==> config.mk <==
export PLATFORM = sky130hd
export DESIGN_NAME = col_mix3
export DESIGN_NICKNAME = d
export VERILOG_FILES = /design/src/rtl/col_mix3_pkg.sv /design/src/rtl/gf_dbl.sv /design/src/rtl/col_mixer.sv /design/src/rtl/col_seq.sv /design/src/rtl/col_mix3.sv
export SDC_FILE = /design/constraint.sdc
export NUM_CORES = 1
export LEC_CHECK = 0
export BUFFER_PORTS_ARGS = -buffer_cell sky130_fd_sc_hd__buf_2
export CAP_MARGIN = 15
export CORE_ASPECT_RATIO = 1.2
export CORE_MARGIN = 4
export CORE_UTILIZATION = 48
export CTS_CLUSTER_SIZE = 12
export DETAILED_ROUTE_END_ITERATION = 8
export MAX_ROUTING_LAYER = met4
export PLACE_DENSITY = 0.78
export RECOVER_POWER = 50
export SYNTH_ARGS = -nofsm -noshare
export SYNTH_HDL_FRONTEND = slang
export SYNTH_SLANG_ARGS = --single-unit
==> constraint.sdc <==
create_clock -name clk -period 3.5 [get_ports clk]
set_clock_uncertainty 0.1 [all_clocks]
set_input_delay 0.7 -clock clk [delete_from_list [all_inputs] [get_ports clk]]
set_output_delay 0.7 -clock clk [all_outputs]
set_load 0.02 [all_outputs]
==> src/rtl/col_mix3_pkg.sv <==
package col_mix3_pkg;
    parameter int BYTE_W  = 8;
    parameter int ROWS    = 3;
    parameter int COLS    = 4;
    parameter logic [BYTE_W-1:0] RED_POLY = 8'h1B;

    localparam int COL_W   = ROWS * BYTE_W;
    localparam int STATE_W = COLS * COL_W;
    localparam int CNT_W   = (COLS > 1) ? $clog2(COLS) : 1;

    typedef logic [BYTE_W-1:0]  byte_t;
    typedef logic [COL_W-1:0]   col_t;
    typedef logic [STATE_W-1:0] state_t;
    typedef logic [CNT_W-1:0]   cnt_t;

    localparam cnt_t LAST_COL = cnt_t'(COLS - 1);
endpackage

==> src/rtl/gf_dbl.sv <==
module gf_dbl
    import col_mix3_pkg::*;
(
    input  byte_t a_i,
    output byte_t y_i
);
    byte_t shifted;
    byte_t mask;

    always_comb begin
        shifted = {a_i[BYTE_W-2:0], 1'b0};
        mask    = {BYTE_W{a_i[BYTE_W-1]}};
        y_i     = shifted ^ (RED_POLY & mask);
    end
endmodule

==> src/rtl/col_mixer.sv <==
module col_mixer
    import col_mix3_pkg::*;
(
    input  col_t col_i,
    output col_t col_o
);
    byte_t parity;
    byte_t par_dbl;

    always_comb begin
        parity = '0;
        for (int r = 0; r < ROWS; r++) begin
            parity = parity ^ col_i[r*BYTE_W +: BYTE_W];
        end
    end

    gf_dbl u_dbl (
        .a_i (parity),
        .y_i (par_dbl)
    );

    for (genvar g = 0; g < ROWS; g++) begin : g_row
        assign col_o[g*BYTE_W +: BYTE_W] = par_dbl ^ col_i[g*BYTE_W +: BYTE_W];
    end
endmodule

==> src/rtl/col_seq.sv <==
module col_seq
    import col_mix3_pkg::*;
(
    input  logic clk,
    input  logic rst_n,
    input  logic start_i,
    output logic accept_o,
    output logic busy_o,
    output cnt_t col_o,
    output logic last_o,
    output logic done_o
);
    typedef struct packed {
        logic busy;
        cnt_t col;
        logic done;
    } seq_t;

    seq_t seq_d, seq_q;

    always_comb begin
        seq_d      = seq_q;
        seq_d.done = 1'b0;
        accept_o   = start_i && !seq_q.busy;
        last_o     = seq_q.busy && (seq_q.col == LAST_COL);
        if (accept_o) begin
            seq_d.busy = 1'b1;
            seq_d.col  = '0;
        end else if (seq_q.busy) begin
            if (seq_q.col == LAST_COL) begin
                seq_d.busy = 1'b0;
                seq_d.col  = '0;
                seq_d.done = 1'b1;
            end else begin
                seq_d.col = seq_q.col + 1'b1;
            end
        end
    end

    always_ff @(posedge clk or negedge rst_n) begin
        if (!rst_n) begin
            seq_q <= '0;
        end else begin
            seq_q <= seq_d;
        end
    end

    assign busy_o = seq_q.busy;
    assign col_o  = seq_q.col;
    assign done_o = seq_q.done;
endmodule

==> src/rtl/col_mix3.sv <==
module col_mix3
    import col_mix3_pkg::*;
(
    input  logic        clk,
    input  logic        rst_n,
    input  logic        start_i,
    input  logic [95:0] state_i,
    output logic [95:0] state_o,
    output logic        done_o
);
    typedef struct packed {
        state_t work;
    } dp_t;

    dp_t  dp_d, dp_q;
    logic accept;
    logic busy;
    cnt_t col_idx;
    logic last_col;
    col_t col_cur;
    col_t col_mixed;

    col_seq u_seq (
        .clk      (clk),
        .rst_n    (rst_n),
        .start_i  (start_i),
        .accept_o (accept),
        .busy_o   (busy),
        .col_o    (col_idx),
        .last_o   (last_col),
        .done_o   (done_o)
    );

    assign col_cur = dp_q.work[col_idx*COL_W +: COL_W];

    col_mixer u_mix (
        .col_i (col_cur),
        .col_o (col_mixed)
    );

    always_comb begin
        dp_d = dp_q;
        if (accept) begin
            dp_d.work = state_i;
        end else if (busy) begin
            dp_d.work[col_idx*COL_W +: COL_W] = col_mixed;
        end
    end

    always_ff @(posedge clk or negedge rst_n) begin
        if (!rst_n) begin
            dp_q <= '0;
        end else begin
            dp_q <= dp_d;
        end
    end

    assign state_o = dp_q.work;
endmodule

## After elaboration in Yosys (flattened, before gate mapping)

Cells that the tools add are included.

| cells by class | value |
|---|---|
| add/sub/neg operators | 2 |
| equal/unequal tests | 1 |
| bitwise gates (word level) | 6 |
| mux-type cells | 9 |
| $mul | 1 |
| reductions and logical operators | 3 |
| shift-type cells | 3 |

Operators by type and width:

| operator | count |
|---|---|
| 96-bit 2-to-1 mux | 2 |
| 96-bit bitwise mux | 1 |
| 24-bit by 34-bit variable shift with 96-bit output (first input constant) | 1 |
| 24-bit by 34-bit indexed part select with 96-bit output | 1 |
| 96-bit by 8-bit indexed part select with 24-bit output | 1 |
| 8-bit XOR | 5 |
| 7-bit negator with 34-bit output | 1 |
| 8-bit by 5-bit XOR with 8-bit output | 1 |
| 2-bit by 2-bit multiplier with 4-bit output (second input constant) | 1 |
| 4-bit 2-to-1 mux | 1 |
| 1-bit 2-to-1 mux | 3 |
| 3-bit 2-to-1 mux | 1 |
| 2-bit by 1-bit adder with 2-bit output (second input constant) | 1 |
| 2-bit == test (second input constant) | 1 |
| 2-bit 2-to-1 mux | 1 |
| 2-bit nonzero test | 1 |
| 1-bit logical AND | 1 |
| 1-bit zero test | 1 |

| word-level totals | value |
|---|---|
| input port bits | 99 |
| register bits after elaboration | 100 |

## Longest topological paths before layout

| logic depth | value |
|---|---|
| word-level depth | 10 |
| mapped depth | 14 |
| mapped depth without buffers | 8 |

## Modules after synthesis

Synthesis repeated with hierarchy kept, for this count alone.

| second synthesis, totals | value |
|---|---|
| cells, all modules | 568 |
| area total of the unflattened synthesis | 6338.6 um^2 |

Modules (own cells, without submodules):

| module | area an instance (um^2) | seq. area each (um^2) | times used | cells each |
|---|---|---|---|---|
| col_mix3 | 5705.5 | 2402.3 | 1 | 515 |
| col_mixer | 400.4 | 0.0 | 1 | 32 |
| col_seq | 168.9 | 100.1 | 1 | 13 |
| gf_dbl | 63.8 | 0.0 | 1 | 8 |

## Worst setup path before layout

No wires, ideal clock.

| timing | value |
|---|---|
| path kind | register to register |
| from | reg u_seq.seq_q, in the netlist u_seq.col_o[0] |
| to | reg dp_q, in the netlist state_o[73] |
| setup slack | 0.184 ns |
| period minus slack after synthesis | 3.316 ns |
| library setup time | 0.083 ns |
| required time | 3.317 ns |
| arrival | 3.133 ns |
| stages on the path, launching flop included | 13 |
| path buffers | 7 |
| cell sequence | dfrtp_1 > buf_6 > buf_12 > buf_12 > buf_2 > inv_2 > buf_1 > ha_1 > clkbuf_1 > buf_1 > nor3_1 > a211oi_1 > o21ai_0 |

| between the ends | value |
|---|---|
| word-level cells in the longest chain between the ends | 10 |

Ends and longest elaborated chain:

| item | RTL line | RTL |
|---|---|---|
| start, declared | col_seq.sv:19 | `seq_t seq_d, seq_q;` |
| start signal, assigned | col_seq.sv:44 | `seq_q <= seq_d;` |
| 2-bit by 2-bit multiplier with 4-bit output (*) | col_mix3.sv:34, col_mix3.sv:46 |  |
| 96-bit by 8-bit indexed part select with 24-bit output | col_mix3.sv:34 | `assign col_cur = dp_q.work[col_idx*COL_W +: COL_W];` |
| 8-bit XOR (2 in series) | col_mixer.sv:13 | `parity = parity ^ col_i[r*BYTE_W +: BYTE_W];` |
| 8-bit by 5-bit XOR with 8-bit output | gf_dbl.sv:13 | `y_i = shifted ^ (RED_POLY & mask);` |
| 8-bit XOR | col_mixer.sv:23 | `assign col_o[g*BYTE_W +: BYTE_W] = par_dbl ^ col_i[g*BYTE_W +: BYTE_W];` |
| 24-bit by 34-bit indexed part select with 96-bit output | col_mix3.sv:46 | `dp_d.work[col_idx*COL_W +: COL_W] = col_mixed;` |
| 96-bit bitwise mux (*) | col_mix3.sv:46 |  |
| 96-bit 2-to-1 mux (*) | col_mix3.sv:45 | `end else if (busy) begin` |
| 96-bit 2-to-1 mux (*) | col_mix3.sv:43 | `if (accept) begin` |
| end signal, assigned | col_mix3.sv:54 | `dp_q <= dp_d;` |
| end, declared | col_mix3.sv:15 | `dp_t dp_d, dp_q;` |

Every way passes the cells marked *; elsewhere a longest branch is shown, timed or not. The select of a mux whose other input is x is not followed.
A chain may end at the register's enable or synchronous reset.

## Worst setup path after layout

| timing | value |
|---|---|
| from | reg u_seq.seq_q, in the netlist u_seq.col_o[0] |
| to | reg dp_q, in the netlist state_o[89] |

The elaborated chain is that of the path after synthesis.

==> results_dict.tcl <==
set metrics [dict create \
    outcome "finished clean" \
    die_area_mm2 0.0162 \
    gp_congestion 0.943 \
    grt_pass1_wl_um 38700 \
    ys_ff_latch 100 \
    antennaDiodeCount 0 \
    synth_edf_count 0 \
    hold_violations 0 \
    hold_ws_ns 0.427 \
    syn_inst 693 \
    crit_type "reg -> reg" \
    final_core_utilization_pct 60.3 \
    dr.first_iter.drc_count 876 \
    drv_slew 0 \
    drtPass1Iterations 5 \
    clk_latency_ns 0.36 \
    fillers 1218 \
    grt_max_degree 54 \
    async_reset_ff_share_pct 100 \
    vias_per_cell 6.46 \
    dieWidth_um 117 \
    clock-sinks 100 \
    avgRoutedWirePerCell_um 23.5 \
    regArea_mm2 0.00250 \
    syn2layout_area_growth_pct 22.5 \
    post-route-period-util_pct 90.8 \
    critPathMaxFanout 21 \
    port_buffers 195 \
    rsz0062_at_grt "no" \
    coreArea_mm2 0.0139 \
    layoutNonFillerInstCount 1069 \
    ctsResizeCount 0 \
    cts_buffer_depth 2 \
    grt_pass1_vias 6739 \
    start_kind "flip-flop" \
    worst_slew_pin_slew_ns 1.31 \
    drc 0 \
    min_period_ns 3.18 \
    cts.root.buffer_cell "clkbuf_16" \
    synth_fp_nets 797 \
    min_path_type "reg -> reg" \
    path_clk_slew_ns 0.07 \
    track_usage_pct 31.9 \
    setup_viol 0 \
    ys_top_cells_by_area "dfrtp_1 37%, mux4_2 8.2%, o21ai_0 6.9%, a21oi_1 4.0%, mux4_1 3.5%" \
    cap_violations 0 \
    fin_setup_tns_ns 0 \
    vias 6901 \
    rows 47 \
    post_cts_buffers 0 \
    ys_types 58 \
    yosysSeqAreaShare_pct 36.6 \
    cts-buffers-inserted 9 \
    worstPathRequired_ns 3.64 \
    synth-main-ff-cell "dfrtp_1" \
    fin_nets 997 \
    rrSetupSlack_ns 0.32 \
    multiInputGateArea_mm2 0.00406 \
    drive_gt1_share_pct 28.8 \
    ctsHoldBuffers 0 \
    endpoint_kind "flip-flop" \
    critPathArrivalTime_ns 3.32 \
    start_util_pct 49.2 \
    cts_max_level 3 \
    synth_area_mm2 0.00683 \
    max_freq_ghz 0.315 \
    dp_hpwl_um 18700 \
    synth.avg_cell_area_um2 9.86 \
    routed_wl_um 25200 \
    synth_top_area_share_pct 36.6 \
    grt-ovfl-total 0 \
    cts_tree "done" \
    dpl.cell_count 1053 \
    antenna_found_initial 0 \
    ios 196 \
    yosysWarnings 0 \
    maxSlewHeadroom_pct 12.4 \
    dieHeight_um 139 \
    ant_nets 0 \
    synth_area_leader_cell "dfrtp_1" \
]
cell families after synthesis:
| group | Yosys count | share of synthesized area (%) |
|---|---|---|
| xor gates and xnor gates | 60 | 10.9 |
| buffers and inverters | 61 | 4.18 |
| adders and majority gates | 5 | 0.916 |
| AOI/OAI and AO/OA | 249 | 22.3 |
| and+or+nand+nor | 168 | 11.0 |
| muxes | 50 | 14.1 |
| DFF | 100 | 36.6 |
per-layer routing:
metal  global-route usage (%)  up-vias  share of wire, %
li1                         -     2975                 -
met1                     42.6     3345                37
met2                     47.7      485                47
met3                     5.76       96                10
met4                     13.6        0               4.8
met5                        -        -                 0
cell usage in the layout (no fill, tap or decap), drive strengths merged, types with 5 or more instances in the layout:
cell      n
o21a     26
a21oi    54
xnor2    25
and3      6
nand2b    9
nand3    15
mux4     34
ha        5
mux2i    16
nor3      8
nor2     61
xor2     23
nand2    56
o21ai    97
a222oi    5
a22oi    19
clkbuf   57
o22ai    13
inv      11
xnor3    12
dfrtp   100
buf     193
synthesized netlist by cell type, types with 13 or more instances:
cell      count
xor2_1       20
clkbuf_1     36
xnor2_1      23
o21ai_0      94
o22ai_1      13
o21a_1       26
mux2i_1      16
a22oi_1      19
a21oi_1      54
nor2_1       61
nand3_1      15
dfrtp_1     100
nand2_1      56
mux4_2       25
path summary, 6_finish.rpt:
kind	start	cells after the start	end
worst max-delay path	u_seq.col_o[0]	7	state_o[89]
worst min-delay path	state_o[14]	1	state_o[14]
worst max register to register	u_seq.col_o[0]	7	state_o[89]
worst min register to register	state_o[14]	1	state_o[14]
max in group asynchronous	rst_n	2	state_o[52]
min in group asynchronous	rst_n	1	state_o[31]
metrics by stage:
step                      setup WS [ns]  instance area (um^2)
final                             0.324                  8360
after global routing              0.116                  8360
after CTS                         0.325                  8440
after detailed placement          0.344                  8160
after global placement            0.425                  8160
after floorplan                   0.184                  6830
state kept, by name, summed over array words and instances (netlist names):
register and flops:
u_seq.col_o 2, state_o 96, u_seq.done_o 1, u_seq.busy_o 1
worst max-delay path, cell delays in order, from the launching register on:
cell and delay, ns:
dfrtp_2 0.69, buf_4 0.25, mux4_1 0.60, xor2_2 0.33
xnor3_1 0.41, a22o_1 0.26, and3_1 0.15, a221o_1 0.26
layout make-up:
class,instances,area share (%)
multi-input combinational,532,48.5
sequential,100,29.9
timing repair buffer,241,15.2
clock buffer,9,2.69
tap,171,2.56
clock inverter,7,0.703
inverter,9,0.404
Power is not shown: default switching activity piles up to over one toggle a cycle in this logic, so the estimate is an artifact.
